`src/rtl/rxg_pkg.sv`:
```
package rxg_pkg;
    typedef enum logic [1:0] {
        RDY_BASE      = 2'b00,
        RDY_DOUBLE    = 2'b01,
        RDY_BASE_LOCK = 2'b10,
        RDY_CLK_ONLY  = 2'b11
    } rdy_mode_e;
endpackage

```
`src/rtl/rxg_wait_timer.sv`:
```
module rxg_wait_timer
    import rxg_pkg::*;
#(
    parameter int WAIT_BASE = 1024
) (
    input  logic       clk,
    input  logic       rst_n,
    input  logic       clk_present,
    input  logic       pll_lock,
    input  logic       pwrdn_n,
    input  logic [1:0] mode,
    output logic       ready_ok
);
    localparam int LIMIT = 2 * WAIT_BASE;
    localparam int CW    = $clog2(LIMIT + 1);
    localparam logic [CW-1:0] BASE_C  = CW'(WAIT_BASE);
    localparam logic [CW-1:0] LIMIT_C = CW'(LIMIT);

    typedef struct packed {
        logic [CW-1:0] cnt;
    } tmr_t;

    tmr_t s_d, s_q;
    logic run;

    always_comb begin
        s_d = s_q;
        run = clk_present && pwrdn_n;
        if (!run) begin
            s_d.cnt = '0;
        end else if (s_q.cnt != LIMIT_C) begin
            s_d.cnt = s_q.cnt + 1'b1;
        end
        unique case (rdy_mode_e'(mode))
            RDY_BASE:      ready_ok = run && (s_q.cnt >= BASE_C);
            RDY_DOUBLE:    ready_ok = run && (s_q.cnt == LIMIT_C);
            RDY_BASE_LOCK: ready_ok = run && (s_q.cnt >= BASE_C) && pll_lock;
            RDY_CLK_ONLY:  ready_ok = run;
            default:       ready_ok = 1'b0;
        endcase
    end

    always_ff @(posedge clk or negedge rst_n) begin
        if (!rst_n) s_q <= '0;
        else        s_q <= s_d;
    end

    // losing the clock or powering down restarts the wait
    p_wait_clear_r5: assert property (@(posedge clk) disable iff (!rst_n)
        (!clk_present || !pwrdn_n) |=> (s_q.cnt == '0));

    // the count holds at its terminal value
    p_wait_sat_r10: assert property (@(posedge clk) disable iff (!rst_n)
        (s_q.cnt == LIMIT_C && clk_present && pwrdn_n) |=> (s_q.cnt == LIMIT_C));
endmodule

```
`src/rtl/rxg_bank_gate.sv`:
```
module rxg_bank_gate #(
    parameter int N_CH = 5,
    parameter int CH_W = 7
) (
    input  logic [N_CH*CH_W-1:0] data_in,
    input  logic                 bank_en,
    input  logic [N_CH-1:0]      chan_off,
    output logic [N_CH*CH_W-1:0] data_out
);
    for (genvar i = 0; i < N_CH; i++) begin : g_chan
        assign data_out[i*CH_W +: CH_W] =
            (bank_en && !chan_off[i]) ? data_in[i*CH_W +: CH_W] : '0;
    end
endmodule

```
`src/rtl/rxg_out_stage.sv`:
```
module rxg_out_stage #(
    parameter int BW = 35
) (
    input  logic          clk,
    input  logic          rst_n,
    input  logic          ready_ok,
    input  logic [BW-1:0] even_g,
    input  logic [BW-1:0] odd_g,
    output logic          ready_q_o,
    output logic [BW-1:0] even_q_o,
    output logic [BW-1:0] odd_q_o
);
    typedef struct packed {
        logic          ready;
        logic [BW-1:0] even;
        logic [BW-1:0] odd;
    } ost_t;

    ost_t o_d, o_q;

    always_comb begin
        o_d.ready = ready_ok;
        o_d.even  = ready_ok ? even_g : '0;
        o_d.odd   = ready_ok ? odd_g  : '0;
    end

    always_ff @(posedge clk or negedge rst_n) begin
        if (!rst_n) o_q <= '0;
        else        o_q <= o_d;
    end

    assign ready_q_o = o_q.ready;
    assign even_q_o  = o_q.even;
    assign odd_q_o   = o_q.odd;

    // data never leaves the stage while not ready
    p_quiet_when_idle_r11: assert property (@(posedge clk) disable iff (!rst_n)
        !o_q.ready |-> (o_q.even == '0 && o_q.odd == '0));
endmodule

```
`src/rtl/rx_ready_gate.sv`:
```
module rx_ready_gate
    import rxg_pkg::*;
#(
    parameter int WAIT_BASE = 1024,
    parameter int N_CH      = 5,
    parameter int CH_W      = 7
) (
    input  logic                 clk,
    input  logic                 rst_n,
    input  logic                 clk_present,
    input  logic                 pll_lock,
    input  logic                 pwrdn_n,
    input  logic                 even_en,
    input  logic                 odd_en,
    input  logic [1:0]           ready_mode,
    input  logic [N_CH-1:0]      even_chan_off,
    input  logic [N_CH-1:0]      odd_chan_off,
    input  logic                 strobe_rise,
    input  logic [N_CH*CH_W-1:0] even_in,
    input  logic [N_CH*CH_W-1:0] odd_in,
    output logic [N_CH*CH_W-1:0] even_out,
    output logic [N_CH*CH_W-1:0] odd_out,
    output logic                 ready_out,
    output logic                 strobe_out
);
    localparam int BW = N_CH * CH_W;

    logic          ready_ok;
    logic [BW-1:0] even_g, odd_g;

    rxg_wait_timer #(.WAIT_BASE(WAIT_BASE)) u_timer (
        .clk(clk), .rst_n(rst_n), .clk_present(clk_present),
        .pll_lock(pll_lock), .pwrdn_n(pwrdn_n), .mode(ready_mode),
        .ready_ok(ready_ok)
    );

    rxg_bank_gate #(.N_CH(N_CH), .CH_W(CH_W)) u_even_gate (
        .data_in(even_in), .bank_en(even_en), .chan_off(even_chan_off),
        .data_out(even_g)
    );

    rxg_bank_gate #(.N_CH(N_CH), .CH_W(CH_W)) u_odd_gate (
        .data_in(odd_in), .bank_en(odd_en), .chan_off(odd_chan_off),
        .data_out(odd_g)
    );

    rxg_out_stage #(.BW(BW)) u_out (
        .clk(clk), .rst_n(rst_n), .ready_ok(ready_ok),
        .even_g(even_g), .odd_g(odd_g),
        .ready_q_o(ready_out), .even_q_o(even_out), .odd_q_o(odd_out)
    );

    assign strobe_out = ready_out && (strobe_rise ? clk : ~clk);

    // powerdown silences every output at the next edge
    p_pd_low_r6: assert property (@(posedge clk) disable iff (!rst_n)
        !pwrdn_n |=> (even_out == '0 && odd_out == '0 && !ready_out));

    // bank enables
    p_even_off_r7: assert property (@(posedge clk) disable iff (!rst_n)
        !even_en |=> (even_out == '0));
    p_odd_off_r7: assert property (@(posedge clk) disable iff (!rst_n)
        !odd_en |=> (odd_out == '0));

    // readiness is never granted without a clock on the previous edge
    p_rdy_needs_clk_r4: assert property (@(posedge clk) disable iff (!rst_n)
        $rose(ready_out) |-> $past(clk_present));
endmodule

```
`config.mk`:
```
export PLATFORM = sky130hd
export DESIGN_NAME = rx_ready_gate
export DESIGN_NICKNAME = d
export VERILOG_FILES = /design/src/rtl/rxg_pkg.sv /design/src/rtl/rxg_wait_timer.sv /design/src/rtl/rxg_bank_gate.sv /design/src/rtl/rxg_out_stage.sv /design/src/rtl/rx_ready_gate.sv
export SDC_FILE = /design/constraint.sdc
export NUM_CORES = 1
export LEC_CHECK = 0
export CAP_MARGIN = 20
export CORE_MARGIN = 1.5
export CORE_UTILIZATION = 45
export DETAILED_ROUTE_END_ITERATION = 8
export GPL_ROUTABILITY_DRIVEN = 0
export PLACE_DENSITY = 0.84
export SLEW_MARGIN = 25
export SYNTH_ARGS = -nofsm -noshare
export SYNTH_HDL_FRONTEND = slang
export SYNTH_HIERARCHICAL = 1
export SYNTH_SLANG_ARGS = --single-unit
```
`constraint.sdc`:
```
create_clock -name clk -period 6.1 [get_ports clk]
set_clock_uncertainty 0.05 [all_clocks]
set_input_delay 1.22 -clock clk [delete_from_list [all_inputs] [get_ports clk]]
set_output_delay 1.22 -clock clk [all_outputs]
set_load 0.01 [all_outputs]
```
# --- After elaboration in Yosys (flattened, before gate mapping) ---
# Cells that the tools add are included.
word_totals:
  regBits: 83
  in_bits: 90
  output_inout_bits: 72
  wordCells: 55
op_classes:
  n_addsub: 1
  order_cmp: 1
  eq_ne: 6
  mux: 16
  bitwise: 1
  reduce_logical: 26
op_table:
  columns: ["cell", "n"]
  rows:
  - ["$mux 35", 2]
  - ["$mux 7", 10]
  - ["$mux 12", 2]
  - ["$logic_and 1x1->1", 15]
  - ["$add 12x1->12 const B", 1]
  - ["$eq 12x12->1 const B", 1]
  - ["$ge 12x11->1 const B", 1]
  - ["$ne 12x12->1 const B", 1]
  - ["$logic_not 1->1", 10]
  - ["$eq 2x2->1 const B", 2]
  - ["$pmux 1 s4", 1]
  - ["$eq 2x1->1 const B", 1]
  - ["$logic_not 2->1", 1]
  - ["$ne 2x2->1 const B", 1]
  - ["$mux 1", 1]
  - ["$not 1->1", 1]

# --- Logic depth before layout (Yosys ltp) ---
depth:
  ltp_word: 5
  ltp_mapped: 7

# --- By module ---
# Netlist, hierarchy kept.
by_module_without_submodules:
  columns: ["module", "instances", "cells_each", "area_each_um2"]
  rows:
  - ["rxg_out_stage", 1, 148, 2303.5]
  - ["rxg_bank_gate", 2, 38, 352.8]
  - ["rxg_wait_timer", 1, 75, 683.2]
  - ["rx_ready_gate", 1, 2, 15.0]

==> impl_metrics.toml <==
[final_layout]
nNetsFinal = 555
area_delta_synth_final_pct = 52.31
diodes = 0
regArea_um2 = 2077
drive_gt1_frac = 0.2463
multi_input_area_um2 = 1553
fillers = 597

[sta]
fin_setup_tns_ns = 0
holdWs_ns = 0.5529
max_slew_margin = 0.3922
rsz0062_at_grt = "no"
tightest_slew_ns = 0.9089
hold_viol_final = 0
setup_viol = 0
slew_viol_final = 0

[routing]
drtIter0Drc = 131
drc = 0
num_vias = 2850
ant_nets = 0
routed_via_density = 5.009
avgRoutedWirePerCell_um = 15.97
drtPass1Iterations = 4
routed_wirelength_mm = 9.086

[synth]
yosysUniqueCellTypes = 31
ys_seq_area_frac = 0.5602
yosys_register_bits = 83
netlist_area_um2 = 3707
syn-num-nets = 393
ys_warn_count = 6
syn-mean-instance-area_um2 = 12.32
synthCells = 301

[grt]
antenna_found_initial = 0
met1_usage = 0.2450
met2_usage = 0.3738
grt_max_degree = 84
grt_pass1_vias = 2959
use_met3 = 0.05178
grt_pass1_wl_mm = 14.45
overflow = 0
grt_usage = 0.2181
grt_busiest_layer = "met2"

[clock_tree]
post_cts_resized = 0
tritoncts = "yes"
clkLatencyLatePin_ns = 0.45
postCtsSetupBuffers = 0
path_clk_slew_ns = 0.07
cts_hold_buf = 0

[pwr]
pwr-share-comb = 0.104
powerDensity_nw_per_um2 = 203.5
power_frac_seq = 0.484
switchingPower_mw = 0.2425
ir_drop_mv = 0.1261
leakage_nw = 2.685
clockPowerShare = 0.412
power_mw = 1.149
internal_power_mw = 0.9067
switching_share = 0.2110

[critical_path]
critPathLaunchType = "clock port"
critPathKind = "clk -> out"
crit_required_ns = 4.83
worstPathArrival_ns = 4.09
crit_path_end_kind = "primary output"
path_max_fanout = 2

[placed_design]
portBuffers = 161
hpwl_mm = 6.410

[floorplanning]
die_w_um = 93.77
die_y_um = 93.77
fp-row-count = 32
core-area_um2 = 7848
fp.dieArea_um2 = 8792
boundaryPins = 162
initial_core_util = 0.4724

[status]
status = "complete, no violations"

[flow_run]
drv_cap = 0

[min_path]
min_path_type = "reg -> reg"
## power by group through the flow
stage	registers, mW	clock network (mW)	logic, mW
CTS	0.556	0.487	0.121
detailed placement	0.567	0.00812	0.120
floorplan	0.569	0.00668	0.0333
global route	0.557	0.512	0.131
finish	0.556	0.474	0.119
global placement	0.567	0.00812	0.116
## per-stage QoR
| step | utilization | cells | cell area, µm² | setup slack (ns) |
|---|---|---|---|---|
| after CTS | 0.7197 | 569 | 5648 | 0.7210 |
| final | 0.7195 | 569 | 5647 | 0.7384 |
| after floorplan | - | 301 | 3707 | 1.508 |
| after detailed placement | 0.6881 | 551 | 5400 | 1.043 |
| after global placement | 0.6881 | 551 | 5400 | 1.043 |
| after global routing | 0.7195 | 569 | 5647 | 0.6729 |
## logic make-up (layout without fill, tap and decap cells)
kind of cell,count (synthesis),count (layout),synth area share
AOI/OAI and AO/OA,21,21,0.03443
adders and majority gates,2,2,0.006749
buffers and inverters,21,187,0.02565
and+or+nand+nor,171,171,0.3658
xor gates and xnor gates,3,3,0.007089
DFF,83,83,0.5602
## cell usage after synthesis, drive strengths merged
library cell | instances | area [µm²]
xnor2 | 2 | 17.52
a221oi | 1 | 8.760
nand3 | 5 | 25.02
or4b | 1 | 10.01
and2 | 71 | 498.0
nand4 | 3 | 18.77
o311ai | 1 | 8.760
o31ai | 5 | 37.54
inv | 7 | 26.28
o21ai | 3 | 15.01
and3b | 70 | 675.7
nor4 | 2 | 12.51
o22ai | 1 | 6.260
or3 | 3 | 18.77
nand2 | 3 | 11.26
or4 | 5 | 37.54
nor3 | 1 | 5.000
nor4b | 1 | 8.760
nor3b | 1 | 7.510
a21oi | 9 | 45.04
clkbuf | 14 | 68.81
or3b | 1 | 8.760
ha | 2 | 25.02
xor2 | 1 | 8.760
or2b | 1 | 7.510
dfrtp | 83 | 2077
nor2 | 3 | 11.26
a31oi | 1 | 6.260
## flip-flops by register name, summed over array words and instances (netlist names)
signal	flops
u_out/even_q_o	35
u_out/odd_q_o	35
u_timer/s_q	12
u_out/ready_q_o	1
## cell type report
cell class,instances,share of cell area
Clock buffer,14,0.03169
Clock inverter,5,0.01396
Inverter,7,0.004653
Multi-Input combinational cell,197,0.2750
Sequential cell,83,0.3678
Tap cell,102,0.02260
Timing Repair Buffer,161,0.2843
## cells in the final DEF, fill, tap and decap left out, types with 2 or more instances in the layout
master	synthesis	layout
clkdlybuf4s50_1	0	159
clkinv_2	0	2
bufinv_16	0	2
and2_2	43	43
dfrtp_1	83	83
nor4_1	2	2
nor2_1	3	3
o21ai_0	3	3
and3b_1	20	20
o31ai_1	5	5
a21oi_1	9	9
nand3_1	5	5
or3_1	3	3
nand4_1	3	3
inv_1	7	7
clkbuf_8	0	12
ha_1	2	2
and3b_2	50	50
and2_1	28	28
nand2_1	3	3
xnor2_1	2	2
or4_1	5	5
## critical path, stage by stage
cell and delay [ns]:
clkbuf_8 0.11, clkbuf_8 0.12, xnor2_1 0.15, and2_1 0.14, clkdlybuf4s50_1 0.52
## layer usage
layer	routed length, µm	vias up
met5	0	-
met4	307	0
met3	618	26
met2	4765	117
met1	3394	1351
li1	-	1356
## path summary, 6_finish.rpt
path | to | startpoint | slack (ns) | cells past startpoint
worst max-delay path | strobe_out | clk | 0.74 | 5
worst min-delay path | u_timer/s_q[6]$_DFFE_PN0P_ | u_timer/s_q[6]$_DFFE_PN0P_ | 0.55 | 2
worst max register to register | u_out/even_q_o[27]$_DFF_PN0_ | u_timer/s_q[0]$_DFFE_PN0P_ | 3.64 | 7
worst min register to register | u_timer/s_q[6]$_DFFE_PN0P_ | u_timer/s_q[6]$_DFFE_PN0P_ | 0.55 | 2
max in group asynchronous | u_out/odd_q_o[9]$_DFF_PN0_ | rst_n | 4.73 | 1
min in group asynchronous | u_out/even_q_o[7]$_DFF_PN0_ | rst_n | 0.74 | 1
No activity file was read; power rests on OpenSTA's default activity.
